<file path="config.mk">
export PLATFORM = sky130hd
export DESIGN_NAME = page_splitter
export DESIGN_NICKNAME = d
export VERILOG_FILES = /design/src/rtl/ps_pkg.sv /design/src/rtl/ps_req_check.sv /design/src/rtl/ps_seg_calc.sv /design/src/rtl/page_splitter.sv
export SDC_FILE = /design/constraint.sdc
export NUM_CORES = 1
export LEC_CHECK = 0
export ABC_CLOCK_PERIOD_IN_PS = 13000
export BUFFER_PORTS_ARGS = -buffer_cell sky130_fd_sc_hd__clkbuf_2
export CELL_PAD_IN_SITES_DETAIL_PLACEMENT = 2
export CELL_PAD_IN_SITES_GLOBAL_PLACEMENT = 2
export CORE_MARGIN = 5
export CORE_UTILIZATION = 33
export DETAILED_ROUTE_END_ITERATION = 10
export GPL_ROUTABILITY_DRIVEN = 0
export PLACE_DENSITY = 0.93
export SLEW_MARGIN = 0
export SYNTH_ARGS = -nofsm -noshare
export SYNTH_HDL_FRONTEND = slang
export SYNTH_SLANG_ARGS = --single-unit
</file>
<file path="constraint.sdc">
create_clock -name clk -period 13 [get_ports clk]
set_input_delay 0.65 -clock clk [delete_from_list [all_inputs] [get_ports clk]]
set_output_delay 0.65 -clock clk [all_outputs]
set_load 0.01 [all_outputs]
</file>
<file path="src/rtl/ps_pkg.sv">
package ps_pkg;
   typedef enum logic [0:0] {
      PS_IDLE  = 1'b0,
      PS_ISSUE = 1'b1
   } ps_state_e;
endpackage

</file>
<file path="src/rtl/ps_req_check.sv">
module ps_req_check #(
   parameter int LEN_W      = 12,
   parameter int WBUF_BYTES = 32,
   parameter bit WLIMIT_EN  = 1'b1
) (
   input  logic [LEN_W-1:0] len,
   input  logic             is_write,
   output logic             bad
);
   localparam int LW = (LEN_W > 32) ? LEN_W : 32;

   logic zero_len;
   logic too_big;

   assign zero_len = (len == '0);

   generate
      if (WLIMIT_EN) begin : g_wlimit
         assign too_big = is_write && (LW'(len) > LW'(WBUF_BYTES));
      end else begin : g_nolimit
         assign too_big = 1'b0;
      end
   endgenerate

   assign bad = zero_len || too_big;
endmodule

</file>
<file path="src/rtl/ps_seg_calc.sv">
module ps_seg_calc #(
   parameter int ADDR_W     = 32,
   parameter int LEN_W      = 12,
   parameter int PAGE_BYTES = 2048
) (
   input  logic [ADDR_W-1:0] cur_addr,
   input  logic [LEN_W-1:0]  remain,
   output logic [LEN_W-1:0]  seg_len,
   output logic              fits
);
   localparam int PAGE_W = $clog2(PAGE_BYTES);
   localparam int CW     = (LEN_W > PAGE_W + 1) ? LEN_W : PAGE_W + 1;

   logic [CW-1:0] room;
   logic [CW-1:0] rem_x;

   assign room  = CW'(PAGE_BYTES) - CW'(cur_addr[PAGE_W-1:0]);
   assign rem_x = CW'(remain);
   assign fits  = (rem_x <= room);
   assign seg_len = fits ? remain : LEN_W'(room);
endmodule

</file>
<file path="src/rtl/page_splitter.sv">
module page_splitter #(
   parameter int ADDR_W     = 32,
   parameter int LEN_W      = 12,
   parameter int PAGE_BYTES = 2048,
   parameter int WBUF_BYTES = 32
) (
   input  logic              clk,
   input  logic              rst_n,
   input  logic              in_valid,
   output logic              in_ready,
   input  logic [ADDR_W-1:0] in_addr,
   input  logic [LEN_W-1:0]  in_len,
   input  logic              in_write,
   output logic              err_valid,
   output logic              seg_valid,
   input  logic              seg_ready,
   output logic [ADDR_W-1:0] seg_addr,
   output logic [LEN_W-1:0]  seg_len,
   output logic              seg_write,
   output logic              seg_last
);
   import ps_pkg::*;

   localparam int PAGE_W = $clog2(PAGE_BYTES);

   generate
      if (PAGE_W < 1 || (1 << PAGE_W) != PAGE_BYTES) begin : g_bad_page
         $error("PAGE_BYTES must be a power of two of at least 2");
      end
      if (PAGE_W >= ADDR_W) begin : g_bad_addr
         $error("ADDR_W must exceed the page offset width");
      end
      if (LEN_W < 1 || WBUF_BYTES < 1 || WBUF_BYTES >= (1 << LEN_W)) begin : g_bad_len
         $error("WBUF_BYTES must be representable in LEN_W bits");
      end
   endgenerate

   ps_state_e         state_q;
   logic [ADDR_W-1:0] addr_q;
   logic [LEN_W-1:0]  remain_q;
   logic              write_q;
   logic              err_q;

   logic              req_bad;
   logic [LEN_W-1:0]  cut_len;
   logic              cut_fits;
   logic              take_req;
   logic              seg_fire;

   ps_req_check #(
      .LEN_W      (LEN_W),
      .WBUF_BYTES (WBUF_BYTES),
      .WLIMIT_EN  (1'b1)
   ) u_req_check (
      .len      (in_len),
      .is_write (in_write),
      .bad      (req_bad)
   );

   ps_seg_calc #(
      .ADDR_W     (ADDR_W),
      .LEN_W      (LEN_W),
      .PAGE_BYTES (PAGE_BYTES)
   ) u_seg_calc (
      .cur_addr (addr_q),
      .remain   (remain_q),
      .seg_len  (cut_len),
      .fits     (cut_fits)
   );

   assign in_ready  = (state_q == PS_IDLE);
   assign take_req  = in_valid && in_ready;
   assign seg_valid = (state_q == PS_ISSUE);
   assign seg_fire  = seg_valid && seg_ready;

   assign seg_addr  = addr_q;
   assign seg_len   = cut_len;
   assign seg_write = write_q;
   assign seg_last  = cut_fits;
   assign err_valid = err_q;

   always_ff @(posedge clk) begin
      if (!rst_n) begin
         state_q  <= PS_IDLE;
         addr_q   <= '0;
         remain_q <= '0;
         write_q  <= 1'b0;
         err_q    <= 1'b0;
      end else begin
         err_q <= take_req && req_bad;
         case (state_q)
            PS_IDLE: begin
               if (take_req && !req_bad) begin
                  addr_q   <= in_addr;
                  remain_q <= in_len;
                  write_q  <= in_write;
                  state_q  <= PS_ISSUE;
               end
            end
            PS_ISSUE: begin
               if (seg_fire) begin
                  addr_q   <= addr_q + ADDR_W'(cut_len);
                  remain_q <= remain_q - cut_len;
                  if (cut_fits) begin
                     state_q <= PS_IDLE;
                  end
               end
            end
            default: state_q <= PS_IDLE;
         endcase
      end
   end
endmodule

</file>
# Yosys cells after proc, flatten, opt, wreduce, memory -nomap -nowiden
# Cells that the tools add are included.
totals:
  register_bits: 47
  output_inout_bits: 49
  inputBits: 49
classes:
  eq_ne: 2
  addsub: 3
  order_cmp: 2
  reduce_logical: 10
  n_mux: 11
  n_bitwise: 1
ops:
  columns: ["op", "n"]
  rows:
  - ["32-bit 2-to-1 mux", 2]
  - ["32-bit one-hot mux with 2 select lines", 1]
  - ["12-bit 2-to-1 mux", 3]
  - ["32-bit by 12-bit adder with 32-bit output", 1]
  - ["12-bit one-hot mux with 2 select lines", 1]
  - ["12-bit by 6-bit > comparator with 1-bit output, second input constant", 1]
  - ["12-bit <= comparator", 1]
  - ["12-bit logical NOT", 1]
  - ["12-bit by 11-bit subtractor with 12-bit output, first input constant", 1]
  - ["12-bit subtractor", 1]
  - ["1-bit logical AND", 5]
  - ["2-bit by 1-bit != test with 1-bit output, second input constant", 2]
  - ["2-bit AND reduction", 2]
  - ["1-bit 2-to-1 mux", 3]
  - ["1-bit one-hot mux with 2 select lines", 1]
  - ["1-bit logical NOT", 1]
  - ["1-bit logical OR", 1]
  - ["1-bit NOT", 1]

# Depth between registers and ports, before layout
# Gate-level depths: netlist (run 1).
depth:
  ltp_word: 7
  mapped_depth: 25
  ltp_nobuf: 24

# Hierarchy
# A second synthesis (run 1) with hierarchy kept.
unflattened:
  cells_unflattened: 520
  area_unflattened_um2: 3983.8
by_module_without_submodules:
  columns: ["module", "cells_per_inst", "area_per_inst_um2", "n_inst"]
  rows:
  - ["page_splitter", 429, 3298.2, 1]
  - ["ps_seg_calc", 84, 636.9, 1]
  - ["ps_req_check", 7, 48.8, 1]

# Worst setup path before layout (run 1)
# OpenSTA, ideal clock, no wires.
synth_timing:
  kind: "reg-to-reg"
  start: "reg addr_q[1] (netlist: seg_addr[1])"
  end: "reg addr_q[16] (netlist: seg_addr[16])"
  path_slack_ns: 7.530
  n_path_buf: 1
  period_less_slack_ns: 5.470
  t_arrival_ns: 5.364
  setup_ns: 0.106
  t_required_ns: 12.894
  path_stages_with_launch: 25
  path_cell_list: "dfxtp_1 -> inv_1 -> ha_1 -> nand2_1 -> or2_2 -> nor3_1 -> xnor2_1 -> inv_1 -> ha_1 -> nand4_1 -> nor2_1 -> a21boi_0 -> o41a_1 -> clkbuf_1 -> o21ai_0 -> ha_1 -> inv_1 -> fa_1 -> nor2b_1 -> o21ai_0 -> a211oi_1 -> o21ai_1 -> a21oi_1 -> nand3_1 -> o311ai_0"
synth_between:
  elab_chain_len: 6
synth_lines:
  columns: ["element", "line_no", "source"]
  rows:
  - ["start: declaration", "page_splitter.sv:39", "logic [ADDR_W-1:0] addr_q;"]
  - ["start signal: assignment", "page_splitter.sv:94", "addr_q <= in_addr;"]
  - ["start signal: assignment", "page_splitter.sv:102", "addr_q <= addr_q + ADDR_W'(cut_len);"]
  - ["12-bit by 11-bit subtractor with 12-bit output", "ps_seg_calc.sv:17", "assign room = CW'(PAGE_BYTES) - CW'(cur_addr[PAGE_W-1:0]);"]
  - ["12-bit <= comparator", "ps_seg_calc.sv:19", "assign fits = (rem_x <= room);"]
  - ["12-bit 2-to-1 mux", "ps_seg_calc.sv:20", "assign seg_len = fits ? remain : LEN_W'(room);"]
  - ["net seg_len[0]", "page_splitter.sv:18", "output logic [LEN_W-1:0] seg_len,"]
  - ["32-bit by 12-bit adder with 32-bit output", "page_splitter.sv:102", null]
  - ["32-bit 2-to-1 mux", "page_splitter.sv:101", "if (seg_fire) begin"]
  - ["32-bit one-hot mux with 2 select lines", "page_splitter.sv:91", "case (state_q)"]
# The timed path passes the listed nets, and every way through them passes these cells. The select of a mux whose other input is x is not followed.
# A chain may end at the register's enable or synchronous reset.

# Worst setup path in the final report (run 1)
layout_timing:
  start: "reg addr_q[1] (netlist: seg_addr[1])"
  end: "reg addr_q[16] (netlist: seg_addr[16])"
layout_between:
  elab_chain_len: 6
layout_lines:
  columns: ["element", "line_no"]
  rows:
  - ["12-bit by 11-bit subtractor with 12-bit output", "ps_seg_calc.sv:17"]
  - ["12-bit <= comparator", "ps_seg_calc.sv:19"]
  - ["12-bit 2-to-1 mux", "ps_seg_calc.sv:20"]
  - ["32-bit by 12-bit adder with 32-bit output (*)", "page_splitter.sv:102"]
  - ["32-bit 2-to-1 mux (*)", "page_splitter.sv:101"]
  - ["32-bit one-hot mux with 2 select lines (*)", "page_splitter.sv:91"]
# Every way passes the cells marked *; elsewhere a longest branch is shown, timed or not. The select of a mux whose other input is x is not followed.

==> results of run 1 <==
[routing by layer]
layer  part of all wire [%]  vias to the layer above  track usage, %
li1                       -                     2162               -
met1                     41                     2428            32.3
met2                     50                      198            47.6
met3                    5.1                       73            4.47
met4                    4.6                        2            12.7
met5                  0.064                        -               0
[cell families after synthesis]
family,count (synthesis)
AOI/OAI and AO/OA,168
adders and majority gates,38
DFF,47
muxes,22
xor gates and xnor gates,26
and+or+nand+nor,178
buffers and inverters,64
[final cells by class]
cell class / instances / area share (%)
clock buffer: 6 / 2.78
clock inverter: 2 / 0.702
inverter: 39 / 2.93
multi-input combinational: 432 / 60.1
sequential: 47 / 18.9
tap: 172 / 4.31
timing repair buffer: 101 / 10.3
[sequential cells by signal (all words and copies together) (netlist names)]
name       flops
remain_q      12
err_valid      1
seg_valid      1
seg_addr      32
seg_write      1
[layout by cell type, fill, tap and decap left out, types with 14 or more instances in the layout]
master / count
nor3_1: 14
a21oi_1: 41
inv_1: 38
nor2_1: 38
nand3_1: 23
nand2_1: 50
dfxtp_1: 47
o21ai_0: 27
a211oi_1: 20
clkbuf_2: 97
xnor2_1: 17
ha_1: 36
[metrics by stage]
stage | util, % | instance area [um^2] | instances | hold slack, ns | setup WS, ns
final | 39.9 | 4990 | 799 | 0.483 | 5.95
after global routing | 39.9 | 4990 | 799 | 0.513 | 5.65
after CTS | 39.9 | 4990 | 799 | 0.484 | 6.12
after detailed placement | 38.5 | 4820 | 791 | 0.473 | 6.33
after global placement | 38.5 | 4820 | 791 | 0.455 | 7.14
after floorplan | - | 4190 | 543 | 0.464 | 7.53
[power by group through the flow]
| stage | Sequential, uW | Combinational (uW) | Clock (uW) |
|---|---|---|---|
| final | 176 | 313 | 161 |
| after global routing | 177 | 338 | 166 |
| after CTS | 175 | 310 | 162 |
| after detailed placement | 178 | 295 | 0 |
| after global placement | 176 | 266 | 0 |
| after floorplan | 174 | 196 | 0 |
[worst paths after layout]
kind / endpoint / slack [ns] / depth (start not counted)
max: seg_addr[16] / 5.95 / 24
min: seg_write / 0.48 / 2
min reg2reg: seg_write / 0.48 / 2
max reg2reg: seg_addr[16] / 5.95 / 24
[critical path: stages (launching register included)]
cell      delay [ns]
dfxtp_1         0.36
inv_1           0.17
ha_1            0.21
nand2_1         0.09
or2_2           0.34
nor3_1          0.27
xnor2_1         0.19
inv_1           0.08
ha_1            0.34
nand4_1         0.18
nor2_1          0.20
a21boi_0        0.23
o41a_1          0.61
nand2_1         0.11
o21ai_0         0.20
ha_1            0.32
inv_1           0.08
fa_1            0.39
nor2b_1         0.17
o21ai_0         0.14
a211oi_1        0.57
o21ai_1         0.35
a21oi_1         0.74
nand3_1         0.17
o311ai_0        0.40
==> reports/results.txt, run 1 <==
Compound-cell area share of the yosys netlist -> 27.8%
Top FF cell, synth -> dfxtp_1
F_max -> 0.142 GHz
CP required -> 13.18 ns
Total die area -> 15100 um^2
Most common cell in the netlist -> nand2_1
Gates resized, CTS repair -> 0
FP Rows -> 41
Mux cell area share after synthesis -> 5.58%
Cell Area, Synth -> 4190 um^2
Largest net degree at the start of global routing -> 47
Sw Share -> 43.2%
H-Tree Level Count -> 2
TNS Setup -> 0 ns
Die H -> 123 um
Drt first-iter violations -> 340
Clk pin slew, worst setup/hold paths -> 0.08 ns
Max-Cap Viols -> 0
Global-route wire length before repair -> 31800 um
Fill count -> 1461
Power Total -> 650 uW
GRT overflow -> 0
Synth Net Count -> 630
Main combinational cell family by area after synthesis -> compound AO/OA/AOI/OAI gates
Vias in the first global route -> 5502
Post-synth top area cell -> dfxtp_1
Postcts setup bufs -> 0
Overall Global Routing Usage -> 27.2%
Routed WL -> 20200 um
Detailed Routing Iterations Pass 1 -> 4
Period utilization -> 54.3%
Initial Util -> 33.5%
Fin. max-slew vios -> 0
Avg WL per Cell -> 25.3 um
Die outline width -> 123 um
Syn_area_per_cell -> 7.72 um^2
Crit. Startpoint -> seg_addr[1]
Max VDD drop -> 0.0601 mV
Hold-fix buffers, CTS -> 0
XOR/XNOR Fraction of Synth Area -> 5.43%
Placeable Area -> 12500 um^2
Post-detail-place hpwl -> 14700 um
I/O pin cnt -> 98
Yosys top cell area share -> 22.4%
Setup Skew -> 0.00756 ns
Nets -> 713
Psw -> 281 uW
Area of the multi-input gates -> 3000 um^2
Worst setup path category -> flip-flop to flip-flop
Slew HR -> 24.0%
Sequential cell area -> 941 um^2
TritonCTS Buffers -> 5
Antenna-violating nets left -> 0
Worst-skew pair later-pin latency -> 0.31 ns
Remaining DRCs -> 0
Seq cells post-synth -> 47
Synth top area cells -> dfxtp_1, ha_1, a21oi_1, nand2_1, a211oi_1
Comb power frac -> 48.2%
Final Hold Fails -> 0
Actual slew at the worst max-slew pin -> 1.14 ns
Min-Delay Path Class -> flip-flop to flip-flop
Commonest cells post-synth -> nand2_1, dfxtp_1, a21oi_1
Status -> completed
Final setup violation count -> 0
Via count -> 4863
Leak -> 0.00214 uW
Adder-Cell Fraction of Synth Area -> 11.7%
Clk pwr share -> 24.8%
CP Launch Type -> flip-flop
CTS Buffer Depth -> 2
Clk root buf -> clkbuf_16
Layout cells sized above 1 -> 21.2%
R2r startpoint -> seg_addr[1]
Max FO, Critical Path -> 14
Synth warn -> 0
Drt via density -> 6.09
Synth Area in Simple Gates -> 20.7%
CP endpoint kind -> flip-flop
Internal -> 369 uW
Sequential power share -> 27.0%
Clock sinks -> 47
Area Overhead vs Synth -> 19.0%
Netlist cell types -> 67
ANT cells -> 0
Port bufs -> 97
CTS tree -> built
Sequential fraction of the synthesis area -> 22.4%
Critical Path AT -> 7.23 ns
Post-synth EDFFs -> 0
Fin crit period -> 7.05 ns
PwrDens -> 130 nW/um^2
Async S/R FF share, synth -> 0%
Initial antenna violation count -> 1
Cells after Synth -> 543
HP Start -> seg_write
RSZ-0062 raised after global routing -> no
Power figures use the tool's default switching activity.
==> run 2, diff against run 1 <==
--- a/config.mk
+++ b/config.mk
@@ -5,15 +5,15 @@
 export SDC_FILE = /design/constraint.sdc
 export NUM_CORES = 1
 export LEC_CHECK = 0
-export ABC_CLOCK_PERIOD_IN_PS = 13000
+export ABC_CLOCK_PERIOD_IN_PS = 7000
 export BUFFER_PORTS_ARGS = -buffer_cell sky130_fd_sc_hd__clkbuf_2
 export CELL_PAD_IN_SITES_DETAIL_PLACEMENT = 2
 export CELL_PAD_IN_SITES_GLOBAL_PLACEMENT = 2
 export CORE_MARGIN = 5
-export CORE_UTILIZATION = 33
+export CORE_UTILIZATION = 31
 export DETAILED_ROUTE_END_ITERATION = 10
 export GPL_ROUTABILITY_DRIVEN = 0
-export PLACE_DENSITY = 0.93
+export PLACE_DENSITY = 0.89
 export SLEW_MARGIN = 0
 export SYNTH_ARGS = -nofsm -noshare
 export SYNTH_HDL_FRONTEND = slang
==> constraint.sdc (replaced) <==
create_clock -name clk -period 7 [get_ports clk]
set_input_delay 0.35 -clock clk [delete_from_list [all_inputs] [get_ports clk]]
set_output_delay 0.35 -clock clk [all_outputs]
set_load 0.01 [all_outputs]
==> reports/results.txt, run 2 (synthesis results as in run 1) <==
Clk pin slew, worst setup/hold paths -> 0.07 ns (about the same)
CP endpoint kind -> flip-flop
Final Hold Fails -> 0 (unchanged)
Postcts setup bufs -> 0 (unchanged)
Worst path bufs/invs -> 3 (unchanged)
H-Tree Level Count -> 2 (unchanged)
RSZ-0062 raised after global routing -> no
ANT cells -> 0 (unchanged)
CTS Buffer Depth -> 2 (unchanged)
Hold depth -> 3 (+1)
Avg WL per Cell -> 22.4 um (-12%)
Leading cell types in the layout, fill and taps excluded -> clkbuf_2, nand2_1, dfxtp_1, a21oi_1
Min-Delay Path Class -> input pin to flip-flop
PwrDens -> 231 nW/um^2 (+77%)
Worst-skew pair later-pin latency -> 0.31 ns (about the same)
Global-route wire length before repair -> 28700 um (-9.7%)
Crit path max-delay family -> compound AO/OA/AOI/OAI gates
Nets -> 713 (unchanged)
Total die area -> 16000 um^2 (+5.9%)
Port bufs -> 97 (unchanged)
Placeable Area -> 13200 um^2 (+5.8%)
Slowest stage delay, CP -> 0.60 ns (-0.14 ns)
Leak -> 0.00213 uW (-0.47%)
TritonCTS Buffers -> 5 (unchanged)
Slowest cell on the critical path -> o41a_1
Fin. max-slew vios -> 0 (unchanged)
Detailed Routing Iterations Pass 1 -> 4 (unchanged)
Final setup violation count -> 0 (unchanged)
Clock sinks -> 47 (unchanged)
Initial antenna violation count -> 0 (-1)
Hold path endpoint -> seg_addr[10]
Critical Path AT -> 6.37 ns (-0.86 ns)
Fin crit period -> 6.17 ns (-0.878 ns)
Critical path, cell by cell -> inv_1 -> ha_1 -> nand2_1 -> or2_2 -> nor3_1 -> xnor2_1 -> inv_1 -> ha_1 -> nand4_1 -> nor2_1 -> a21boi_0 -> o41a_1 -> nand2_1 -> o21ai_0 -> ha_1 -> inv_1 -> fa_1 -> nor2b_1 -> o21ai_0 -> a211oi_1 -> o21ai_1 -> a21oi_2 -> nand3_1 -> o311ai_0
Worst setup path category -> flip-flop to flip-flop
CP required -> 7.20 ns (-5.98 ns)
Via count -> 4610 (-5.2%)
F_max -> 0.162 GHz (+14%)
Vias in the first global route -> 5168 (-6.1%)
Die H -> 126 um (+2.9%)
Period utilization -> 88.2% (+34 points)
Drt first-iter violations -> 209 (-39%)
Remaining DRCs -> 0 (unchanged)
Area Overhead vs Synth -> 18.9%
Initial Util -> 31.7% (-1.8 points)
Post-detail-place hpwl -> 13800 um (-6.2%)
CP Launch Type -> flip-flop
GRT overflow -> 0 (unchanged)
Drt via density -> 5.75 (-5.6%)
Most common cell after layout, fill and taps aside -> clkbuf_2
Setup Skew -> 0.00583 ns (-0.00174 ns)
Max VDD drop -> 0.0849 mV (+41%)
Overall Global Routing Usage -> 22.5% (-4.7 points)
TNS Setup -> 0 ns (unchanged)
CTS tree -> built
I/O pin cnt -> 98 (unchanged)
Die outline width -> 126 um (+2.9%)
R2r startpoint -> seg_addr[1]
Layout cells sized above 1 -> 21.1% (-0.13 points)
Max FO, Critical Path -> 14 (unchanged)
Largest net degree at the start of global routing -> 47 (unchanged)
HP Start -> in_addr[10]
Worst R2R Setup Slack -> 0.83 ns (-5.12 ns)
Hold Slack -> 0.326 ns (-0.157 ns)
Routed WL -> 17900 um (-11%)
Clk root buf -> clkbuf_16
Actual slew at the worst max-slew pin -> 1.12 ns (-0.0243 ns)
Antenna-violating nets left -> 0 (unchanged)
RR Endpoint -> seg_addr[16]
Max reg flops -> 32 (unchanged)
Max-Cap Viols -> 0 (unchanged)
FP Rows -> 42 (+2.4%)
Status -> completed
FF-to-FF path depth -> 24 (unchanged)
Slew HR -> 25.6% (+1.6 points)
## run 2: changes by cell type in the layout (fill, tap and decap cells not counted)
cell,delta
a21oi_2,+1
clkbuf_8,-1
clkbuf_1,+1
a21oi_1,-1
clkinv_2,-1
## run 2: worst max-delay path by stage
stage / from / end / cells after the start / slack (ns)
6_report: seg_addr[1] / seg_addr[16] / 24 / 0.83
5_1_grt: seg_addr[1] / seg_addr[16] / 24 / 0.24
4_1_cts: seg_addr[1] / seg_addr[16] / 24 / 0.56
3_5_place_dp: seg_addr[1] / seg_addr[16] / 24 / 0.64
3_3_place_gp: seg_addr[1] / seg_addr[16] / 23 / 1.10
2_1_floorplan: seg_addr[1] / seg_addr[16] / 24 / 1.53
## run 2: power by group
group          leakage [uW]  total, uW  switching [uW]  internal, uW
clock             0.0000769        284             117           167
sequential         0.000385        325            36.4           289
combinational       0.00166        543             327           216
## run 2: metrics by stage
stage                     instance area [um^2]  power (uW)  util (%)  setup WS (ns)  std cells
after global placement                    4820         823      36.4           1.10        795
after detailed placement                  4820         866      36.4          0.640        795
final                                     4980        1150      37.6          0.825        802
after global routing                      4980        1230      37.6          0.244        802
after floorplan                           4190         687         -           1.53        543
after CTS                                 4980        1160      37.6          0.561        802
## run 2: layout make-up
class | instances | area [um^2]
timing repair buffer | 101 | 515
tap | 176 | 220
clock inverter | 1 | 30.0
multi-input combinational | 432 | 3000
inverter | 39 | 146
clock buffer | 6 | 129
fill | 1580 | 8260
sequential | 47 | 941
## run 2: what timing repair did
| item | in CTS | in global routing |
|---|---|---|
| hold buffers | 0 | 0 |
| gates resized for setup | 0 | 1 |
| endpoints found under the setup margin | 0 | 2 |
## run 2: worst register-to-register path, cell delays in order, from the launching register on
cell and delay [ns]:
dfxtp_1 0.37, inv_1 0.16, ha_1 0.23, nand2_1 0.11, or2_2 0.33, nor3_1 0.23
xnor2_1 0.19, inv_1 0.08, ha_1 0.33, nand4_1 0.15, nor2_1 0.16, a21boi_0 0.20
o41a_1 0.60, nand2_1 0.11, o21ai_0 0.17, ha_1 0.27, inv_1 0.06, fa_1 0.39
nor2b_1 0.15, o21ai_0 0.15, a211oi_1 0.40, o21ai_1 0.27, a21oi_2 0.49, nand3_1 0.13
o311ai_0 0.33
## run 2: per-layer routing
metal,track usage [%],wire (um),share of wire [%],up-vias
met5,0,0,0,-
met4,8.77,598,3.3,0
met3,5.00,815,4.5,35
met2,39.4,8870,49,107
met1,26.7,7660,43,2296
li1,-,-,-,2172
==> run 3, diff against run 2 <==
--- a/config.mk
+++ b/config.mk
@@ -6,7 +6,7 @@
 export NUM_CORES = 1
 export LEC_CHECK = 0
 export ABC_CLOCK_PERIOD_IN_PS = 7000
-export BUFFER_PORTS_ARGS = -buffer_cell sky130_fd_sc_hd__clkbuf_2
+export BUFFER_PORTS_ARGS = -buffer_cell sky130_fd_sc_hd__buf_4
 export CELL_PAD_IN_SITES_DETAIL_PLACEMENT = 2
 export CELL_PAD_IN_SITES_GLOBAL_PLACEMENT = 2
 export CORE_MARGIN = 5
==> reports/results.txt, run 3 (synthesis results as in run 1) <==
Max FO, Critical Path -> 14 (unchanged)
Worst-skew pair later-pin latency -> 0.31 ns (about the same)
Hold Slack -> 0.322 ns (-0.00346 ns)
Actual slew at the worst max-slew pin -> 1.11 ns (-0.00232 ns)
CTS tree -> built
Area of the multi-input gates -> 3000 um^2 (about the same)
RSZ-0062 raised after global routing -> no
Final Hold Fails -> 0 (unchanged)
HP Start -> in_addr[10]
Clock sinks -> 47 (unchanged)
Hold depth -> 3 (unchanged)
Fin crit period -> 6.50 ns (+0.328 ns)
Vias in the first global route -> 5251 (+1.6%)
Max reg flops -> 32 (unchanged)
Die H -> 126 um (unchanged)
Antenna-violating nets left -> 0 (unchanged)
Nets -> 712 (-0.14%)
H-Tree Level Count -> 2 (unchanged)
Via count -> 4715 (+2.3%)
Most common cell after layout, fill and taps aside -> buf_4
Port bufs -> 97 (unchanged)
I/O pin cnt -> 98 (unchanged)
Critical Path AT -> 6.68 ns (+0.31 ns)
Clk root buf -> clkbuf_16
Area Overhead vs Synth -> 24.1%
Drt first-iter violations -> 271 (+30%)
Fin. max-slew vios -> 0 (unchanged)
Sequential cell area -> 941 um^2 (unchanged)
PwrDens -> 223 nW/um^2 (-3.5%)
R2r startpoint -> seg_addr[1]
Initial Util -> 31.7% (unchanged)
Slew HR -> 25.7% (+0.15 points)
Max VDD drop -> 0.0870 mV (+2.5%)
CP endpoint kind -> flip-flop
Final setup violation count -> 0 (unchanged)
CP required -> 7.18 ns (-0.02 ns)
FF-to-FF path depth -> 23 (-4.2%)
Status -> completed
Detailed Routing Iterations Pass 1 -> 4 (unchanged)
Routed WL -> 18900 um (+5.5%)
Overall Global Routing Usage -> 23.2% (+0.74 points)
F_max -> 0.154 GHz (-5.0%)
Post-detail-place hpwl -> 14200 um (+2.7%)
Gates resized, CTS repair -> 0 (unchanged)
ANT cells -> 0 (unchanged)
Setup Skew -> 0.00789 ns (+0.00207 ns)
GRT overflow -> 0 (unchanged)
FP Rows -> 42 (unchanged)
Min-Delay Path Class -> input pin to flip-flop
Remaining DRCs -> 0 (unchanged)
CTS Buffer Depth -> 2 (unchanged)
Initial antenna violation count -> 0 (unchanged)
Clk pin slew, worst setup/hold paths -> 0.07 ns (about the same)
TritonCTS Buffers -> 5 (unchanged)
Leading cell types in the layout, fill and taps excluded -> buf_4, nand2_1, dfxtp_1, a21oi_1
Die outline width -> 126 um (unchanged)
Fill count -> 1563 (-1.1%)
Avg WL per Cell -> 23.6 um (+5.5%)
Leak -> 0.00218 uW (+2.6%)
Crit. Startpoint -> seg_addr[1]
Hold-fix buffers, CTS -> 0 (unchanged)
Layout cells sized above 1 -> 21.2% (+0.16 points)
Max-Cap Viols -> 0 (unchanged)
Worst setup path category -> flip-flop to flip-flop
TNS Setup -> 0 ns (unchanged)
Global-route wire length before repair -> 29300 um (+2.1%)
Largest net degree at the start of global routing -> 47 (unchanged)
Drt via density -> 5.88 (+2.3%)
Power Total -> 1160 uW (+0.77%)
Period utilization -> 92.9% (+4.7 points)
Total die area -> 16000 um^2 (unchanged)
Placeable Area -> 13200 um^2 (unchanged)
CP Launch Type -> flip-flop
Postcts setup bufs -> 0 (unchanged)
## run 3: layout make-up
class | count | share of cell area [%]
multi-input cells | 432 | 57.7
clock buffers | 6 | 2.48
flip-flops and latches | 47 | 18.1
inverters | 39 | 2.81
well taps | 176 | 4.23
clock inverters | 2 | 0.241
repair buffers | 100 | 14.4
## run 3: per-layer routing
metal	global-route usage (%)	part of all wire [%]	vias up
li1	-	-	2166
met1	26.1	40	2339
met2	42.0	51	155
met3	5.34	5.8	55
met4	9.84	3.5	0
met5	0	0	-
## run 3: path summary, 6_finish.rpt
| kind | end | slack (ns) |
|---|---|---|
| worst max register to register | seg_addr[16] | 0.50 |
| worst min-delay path | seg_addr[10] | 0.32 |
| worst min register to register | seg_write | 0.51 |
| worst max-delay path | seg_addr[16] | 0.50 |
## run 3: report_power, final
| part | switching, uW | internal (uW) | total [uW] |
|---|---|---|---|
| Clock | 125 | 133 | 258 |
| Sequential | 36.7 | 289 | 326 |
| Combinational | 335 | 242 | 577 |
| Total | 498 | 664 | 1160 |
## run 3: stage by stage
stage / area [um^2] / instances / setup WS [ns] / utilization (%)
4_1_cts: 5200 / 802 / 0.0769 / 39.2
6_report: 5200 / 802 / 0.497 / 39.3
3_5_place_dp: 5060 / 794 / 0.246 / 38.2
3_3_place_gp: 5060 / 794 / 1.10 / 38.2
5_1_grt: 5200 / 802 / 0.00620 / 39.3
2_1_floorplan: 4190 / 543 / 1.53 / -
## run 3: worst max-delay path, cell delays in order (launching register included)
cell	delay (ns)
dfxtp_1	0.36
inv_1	0.16
ha_1	0.21
nand2_1	0.09
or2_2	0.32
nor3_1	0.29
xnor2_1	0.19
inv_1	0.07
ha_1	0.34
nand4_1	0.17
nor2_1	0.09
a21boi_0	0.16
o41a_2	0.63
o21ai_0	0.35
ha_1	0.29
inv_1	0.07
fa_1	0.39
nor2b_1	0.19
o21ai_0	0.13
a211oi_1	0.47
o21ai_1	0.28
a21oi_2	0.53
nand3_1	0.15
o311ai_0	0.42
